## config.mk

```make
export PLATFORM = sky130hd
export DESIGN_NAME = dbhit_top
export DESIGN_NICKNAME = d
export VERILOG_FILES = /design/src/rtl/dbhit_pkg.sv /design/src/rtl/dbhit_ctrl.sv /design/src/rtl/dbhit_datapath.sv /design/src/rtl/dbhit_top.sv
export SDC_FILE = /design/constraint.sdc
export NUM_CORES = 1
export LEC_CHECK = 0
export CORE_AREA = 8 8 95 97
export CTS_BUF_LIST = sky130_fd_sc_hd__clkbuf_8
export DETAILED_ROUTE_END_ITERATION = 10
export DIE_AREA = 0 0 103 105
export GPL_TIMING_DRIVEN = 0
export PLACE_DENSITY = 0.63
export SYNTH_ARGS = -nofsm -noshare
export SYNTH_HDL_FRONTEND = slang
export SYNTH_SLANG_ARGS = --single-unit
```

## constraint.sdc

```tcl
create_clock -name clk -period 3.1 [get_ports clk]
set_input_delay 0.62 -clock clk [delete_from_list [all_inputs] [get_ports clk]]
set_output_delay 0.62 -clock clk [all_outputs]
set_load 0.02 [all_outputs]
```

## src/rtl/dbhit_pkg.sv

```systemverilog
package dbhit_pkg;
  localparam int KINDS    = 3;
  localparam int WINDOWS  = 2;
  localparam int CTX_N    = KINDS * WINDOWS;
  localparam int CTX_W    = $clog2(CTX_N);
  localparam int HDR_LEN  = 16;
  localparam int OFF_W    = 32;
  localparam int MATCH_KIND = 2;
  localparam logic [7:0] MATCH_YES = 8'hFA;
  localparam logic [7:0] MATCH_NO  = 8'hCE;

  typedef struct packed {
    logic              active;
    logic              clrCnt;
    logic              incCnt;
    logic [CTX_W-1:0]  ctxIdx;
    logic [OFF_W-1:0]  doorbell;
    logic [7:0]        matchByte;
  } dbStrobes_t;
endpackage

```

## src/rtl/dbhit_ctrl.sv

```systemverilog
module dbhit_ctrl
  import dbhit_pkg::*;
#(
  parameter int ADDR_W    = 12,
  parameter int MEM_BASE  = 2048,
  parameter int PORT_BASE = 128
) (
  input  logic              clk,
  input  logic              rstN,
  input  logic              winSel,
  input  logic [ADDR_W-1:0] addr,
  input  logic              wrEn,
  input  logic [7:0]        wrData,
  input  logic [2:0]        accSize,
  output dbStrobes_t        strobes
);
  logic             active;
  logic [CTX_W-1:0] ctxIdx;
  logic             selWr;
  logic             selOk;
  logic [CTX_W-1:0] nextIdx;
  logic             ctxPort;
  logic [CTX_W-1:0] ctxKind;
  logic [OFF_W-1:0] doorbell;
  logic             needMatch;
  logic             dataOk;
  logic             hit;

  assign selWr   = wrEn && (addr == '0);
  assign selOk   = (wrData < 8'(KINDS));
  assign nextIdx = CTX_W'(winSel) * CTX_W'(KINDS) + CTX_W'(wrData[1:0]);

  always_ff @(posedge clk or negedge rstN) begin
    if (!rstN) begin
      active <= 1'b0;
      ctxIdx <= '0;
    end else if (selWr) begin
      active <= selOk;
      if (selOk) ctxIdx <= nextIdx;
    end
  end

  assign ctxPort   = (ctxIdx >= CTX_W'(KINDS));
  assign ctxKind   = ctxPort ? ctxIdx - CTX_W'(KINDS) : ctxIdx;
  assign doorbell  = (ctxPort ? OFF_W'(PORT_BASE) : OFF_W'(MEM_BASE)) + OFF_W'(ctxIdx);
  assign needMatch = (ctxKind == CTX_W'(MATCH_KIND));
  assign dataOk    = !needMatch || ((accSize == 3'd1) && (wrData == MATCH_YES));
  assign hit       = wrEn && !selWr && active &&
                     (OFF_W'(addr) == doorbell) && dataOk;

  always_comb begin
    strobes.active    = active;
    strobes.clrCnt    = selWr && selOk;
    strobes.incCnt    = hit;
    strobes.ctxIdx    = ctxIdx;
    strobes.doorbell  = doorbell;
    strobes.matchByte = needMatch ? MATCH_YES : MATCH_NO;
  end

  AST_BAD_SEL_IDLE: assert property (@(posedge clk) disable iff (!rstN)
    (selWr && !selOk) |=> !active);
  AST_SEL_ACTIVATES: assert property (@(posedge clk) disable iff (!rstN)
    (selWr && selOk) |=> (active && ctxIdx == $past(nextIdx)));
  AST_IDLE_NO_HIT: assert property (@(posedge clk) disable iff (!rstN)
    !active |-> !strobes.incCnt);
  AST_SEL_BEATS_HIT: assert property (@(posedge clk) disable iff (!rstN)
    selWr |-> !strobes.incCnt);
endmodule

```

## src/rtl/dbhit_datapath.sv

```systemverilog
module dbhit_datapath
  import dbhit_pkg::*;
#(
  parameter int ADDR_W = 12,
  parameter int CNT_W  = 32
) (
  input  logic              clk,
  input  logic              rstN,
  input  logic [ADDR_W-1:0] addr,
  input  logic [2:0]        accSize,
  input  logic              rdEn,
  input  dbStrobes_t        strobes,
  output logic [7:0]        rdData
);
  localparam int CNT_BYTES = CNT_W / 8;
  localparam int CNT_POS   = 12;
  localparam int OFF_POS   = 4;
  localparam int SUM_W     = ADDR_W + 1;

  logic [CNT_W-1:0] hitCnt;
  logic [7:0]       hdr [HDR_LEN];
  logic [SUM_W-1:0] endAddr;
  logic             inRange;
  logic [7:0]       rdByte;

  always_ff @(posedge clk or negedge rstN) begin
    if (!rstN)                hitCnt <= '0;
    else if (strobes.clrCnt)  hitCnt <= '0;
    else if (strobes.incCnt)  hitCnt <= hitCnt + 1'b1;
  end

  always_comb begin
    for (int b = 0; b < HDR_LEN; b++) hdr[b] = 8'h00;
    hdr[0] = 8'(strobes.ctxIdx);
    hdr[1] = 8'd1;
    for (int b = 0; b < OFF_W / 8; b++) hdr[OFF_POS + b] = strobes.doorbell[8*b +: 8];
    hdr[8] = strobes.matchByte;
    for (int b = 0; b < CNT_BYTES; b++) hdr[CNT_POS + b] = hitCnt[8*b +: 8];
  end

  assign endAddr = SUM_W'(addr) + SUM_W'(accSize);
  assign inRange = (endAddr < SUM_W'(HDR_LEN));
  assign rdByte  = (strobes.active && inRange) ? hdr[addr[3:0]] : 8'h00;

  always_ff @(posedge clk or negedge rstN) begin
    if (!rstN)     rdData <= 8'h00;
    else if (rdEn) rdData <= rdByte;
  end

  AST_CNT_CLEAR: assert property (@(posedge clk) disable iff (!rstN)
    strobes.clrCnt |=> (hitCnt == '0));
  AST_CNT_STEP: assert property (@(posedge clk) disable iff (!rstN)
    (strobes.incCnt && !strobes.clrCnt) |=> (hitCnt == $past(hitCnt) + 1'b1));
  AST_CNT_HOLD: assert property (@(posedge clk) disable iff (!rstN)
    (!strobes.incCnt && !strobes.clrCnt) |=> $stable(hitCnt));
  AST_IDLE_READ_ZERO: assert property (@(posedge clk) disable iff (!rstN)
    (rdEn && !strobes.active) |=> (rdData == 8'h00));
  AST_RD_HOLD: assert property (@(posedge clk) disable iff (!rstN)
    !rdEn |=> $stable(rdData));
  AST_TAIL_ZERO: assert property (@(posedge clk) disable iff (!rstN)
    (rdEn && !inRange) |=> (rdData == 8'h00));
endmodule

```

## src/rtl/dbhit_top.sv

```systemverilog
module dbhit_top
  import dbhit_pkg::*;
#(
  parameter int ADDR_W    = 12,
  parameter int CNT_W     = 32,
  parameter int MEM_BASE  = 2048,
  parameter int PORT_BASE = 128
) (
  input  logic              clk,
  input  logic              rstN,
  input  logic              winSel,
  input  logic [ADDR_W-1:0] addr,
  input  logic              wrEn,
  input  logic [7:0]        wrData,
  input  logic [2:0]        accSize,
  input  logic              rdEn,
  output logic [7:0]        rdData
);
  dbStrobes_t strobes;

  dbhit_ctrl #(
    .ADDR_W(ADDR_W), .MEM_BASE(MEM_BASE), .PORT_BASE(PORT_BASE)
  ) u_ctrl (
    .clk(clk), .rstN(rstN), .winSel(winSel), .addr(addr), .wrEn(wrEn),
    .wrData(wrData), .accSize(accSize), .strobes(strobes)
  );

  dbhit_datapath #(
    .ADDR_W(ADDR_W), .CNT_W(CNT_W)
  ) u_dp (
    .clk(clk), .rstN(rstN), .addr(addr), .accSize(accSize), .rdEn(rdEn),
    .strobes(strobes), .rdData(rdData)
  );
endmodule

```

==> results.yml <==
pwr:
  leakage_nw: 1.29
  internal_power_w: 0.000776
  netSwitchingPower_w: 0.000249
  power.share.switching_pct: 24.3
  p_comb_share_pct: 10.5
  p_seq_share_pct: 55.9
  powerDensity_nw_per_um2: 290
  power.share.clock_pct: 33.6
  irDropWorstVdd_mv: 0.180
detailed_routing:
  drt_iter0_markers: 181
  dr.pass1.iters: 4
  vias: 2816
  vias_per_cell: 6.02
  ant_nets: 0
  drc: 0
  wl_um: 8340
  wl_per_cell_um: 17.8
timing:
  fin_skew_ns: 0.00453
  period_share_pct: 96.9
  min_period_ns: 3.00
  fin_tns_setup_ns: 0
  rsz0062_at_grt: "no"
  worst-slew-pin-transition_ns: 0.875
  slew_viol_final: 0
  hold_viol: 0
  fmax_mhz: 333
  finalSetupViolations: 0
  relSlewSlack_pct: 41.1
cts:
  root_buffer: "clkbuf_8"
  clkLatencyLatePin_ns: 0.30
  cts_buffers: 5
  cts.clk_slew.worst_paths_ns: 0.08
  htree_levels: 2
  clock_path_buffers: 2
  clock_sinks: 44
  tritoncts: "built"
  postCtsHoldBufs: 0
critical_path:
  path_max_fanout: 8
  worst_setup_path_start_kind: "flip-flop"
  endpoint_kind: "flip-flop"
  critical_path_class: "flip-flop to flip-flop"
  rr_worst_depth: 8
  crit_required_ns: 3.33
  crit_arrival_ns: 3.23
synthesis:
  synth_cell_types: 49
  synth_commonest_cells: "dfrtp_1 (44), a21oi_1 (35), nand2_1 (20)"
  ys.warnings.count: 0
  ys_seq_area_share_pct: 37.8
  async_flop_share_pct: 100
  synthTopCellsByArea: "dfrtp_1 (38%), a21oi_1 (6.0%), mux4_2 (4.6%)"
  synth_most_common_cell: "dfrtp_1"
  synth_area_leader_cell: "dfrtp_1"
  synth-seq-cells: 44
  synthFlopType: "dfrtp_1"
  syn_avg_cell_area_sq_um: 9.04
  syn_area_sq_um: 2910
  synth_edf_count: 0
  yosysTopAreaCellShare_pct: 37.8
  postSynthCellCount: 322
  syn_nets: 359
grt:
  grt_antenna_before_repair: 0
  grt_pass1_wl_um: 13900
  grt_pass1_vias: 2762
  grt_util_all_layers_pct: 15.9
  grt_start_max_net_pins: 29
  grt_overflow: 0
floorplan:
  dieWidth_um: 103
  start_util_pct: 38.7
  die_h_um: 105
  core.rowCount: 32
  core_region_area_sq_um: 7530
  dieArea_sq_um: 10800
  io_pins: 36
place:
  portBuffers: 33
  place.detailed.hpwl_um: 6300
  gp_congestion: 0.862
  dpl.cell_count: 458
final_layout:
  nNetsFinal: 403
  layout-drive-gt1-share_pct: 11.5
  final_cells: 468
  diodes: 0
  num-fill-cells: 752
  syn_to_final_growth_pct: 21.2
hold_path:
  hold_class: "primary input to asynchronous set/reset pin"
run_status:
  outcome: "complete, no violations"
flow_run:
  drv_cap: 0
[power by group through the flow]
stage | sequential, W | clock [W] | combinational (W)
6_report | 0.000573 | 0.000344 | 0.000107
4_1_cts | 0.000573 | 0.000351 | 0.000110
2_1_floorplan | 0.000585 | 0 | 0.0000449
3_5_place_dp | 0.000585 | 0 | 0.000109
3_3_place_gp | 0.000585 | 0 | 0.000106
5_1_grt | 0.000573 | 0.000375 | 0.000120
[layout make-up]
| type | count | area (sq um) | area share, % |
|---|---|---|---|
| multi-input cells | 244 | 1700 | 48.1 |
| repair buffers | 38 | 377 | 10.7 |
| well taps | 102 | 128 | 3.62 |
| flip-flops and latches | 44 | 1100 | 31.2 |
| inverters | 17 | 63.8 | 1.81 |
| clock buffers | 5 | 68.8 | 1.95 |
| plain buffers | 16 | 86.3 | 2.45 |
| clock inverters | 2 | 8.76 | 0.248 |
[routing by layer]
layer	GRT usage (%)	share of wire [%]	wire length, um	up-vias
li1	-	-	-	1327
met1	20.1	45	3780	1373
met2	26.5	46	3810	106
met3	3.58	7.9	657	10
met4	4.34	1.0	87	0
met5	0	0	0	-
[per-stage QoR]
step	cell area (sq um)	hold slack [ns]	total power [W]	setup slack [ns]	utilization, %
2_1_floorplan	2940	0.324	0.000630	0.0395	-
3_3_place_gp	3400	0.516	0.000691	-0.295	45.1
3_5_place_dp	3410	0.513	0.000693	-0.315	45.3
4_1_cts	3500	0.256	0.00103	0.00501	46.5
5_1_grt	3530	0.277	0.00107	0.00482	46.9
6_report	3530	0.243	0.00102	0.0970	46.9
[path summary, 6_finish.rpt]
check | start | endpoint | slack (ns)
hold / removal | rstN | u_dp.rdData[0] | 0.24
min in group clk | u_dp.rdData[1] | u_dp.rdData[1] | 0.53
hold reg to reg | u_dp.rdData[1] | u_dp.rdData[1] | 0.53
setup reg to reg | u_ctrl.ctxIdx[1] | u_dp.hitCnt[30] | 0.1
max in group asynchronous | rstN | u_dp.hitCnt[7] | 2.36
setup / recovery | u_ctrl.ctxIdx[1] | u_dp.hitCnt[30] | 0.1
[layout by cell type (no fill, tap or decap), drive strengths merged, types with 3 or more instances in the layout]
cell           instances
dfrtp                 44
a21oi                 35
clkdlybuf4s50         32
o21ai                 23
nand2                 20
or3                   19
inv                   18
clkbuf                17
nand3                 15
o31ai                 12
or4                   12
nand4                 11
buf                   10
nor2                   8
o22ai                  8
ha                     8
nand2b                 7
nor4                   7
a31oi                  6
mux4                   6
and3                   5
nor3                   5
a211oi                 4
mux2                   4
and4                   3
nor3b                  3
[kinds of logic (layout without fill, tap and decap cells)]
| logic type | after synthesis | in the layout | share of synthesized area (%) |
|---|---|---|---|
| AO/OA/AOI/OAI | 98 | 98 | 20.5 |
| XOR/XNOR | 2 | 2 | 0.602 |
| adder cells (fa/ha/maj) | 9 | 9 | 4.13 |
| buffers and inverters | 34 | 78 | 4.55 |
| flip-flops | 44 | 44 | 37.8 |
| multiplexers | 11 | 11 | 6.53 |
| AND/OR/NAND/NOR | 124 | 124 | 25.8 |
[timing repair]
item,in CTS,in global routing
pin swaps,0,1
buffers inserted,0,3
setup endpoints to repair,22,26
gates cloned,0,1
gates resized for setup,2,10
hold endpoints to repair,0,0
[critical path, cell delays in order, from the launching register on]
cell and delay, ns:
dfrtp_1 0.47, ha_1 0.22, ha_1 0.22, a211oi_2 0.37, mux2i_2 0.48, o2111ai_4 0.29, buf_6 0.22, or4_1 0.52
a21oi_2 0.14
[state kept, by name (all words and copies together) (netlist names)]
register and flops:
u_dp.hitCnt 32, u_dp.rdData 8, u_ctrl.ctxIdx 3, u_ctrl.active 1
Power figures use the tool's default switching activity.
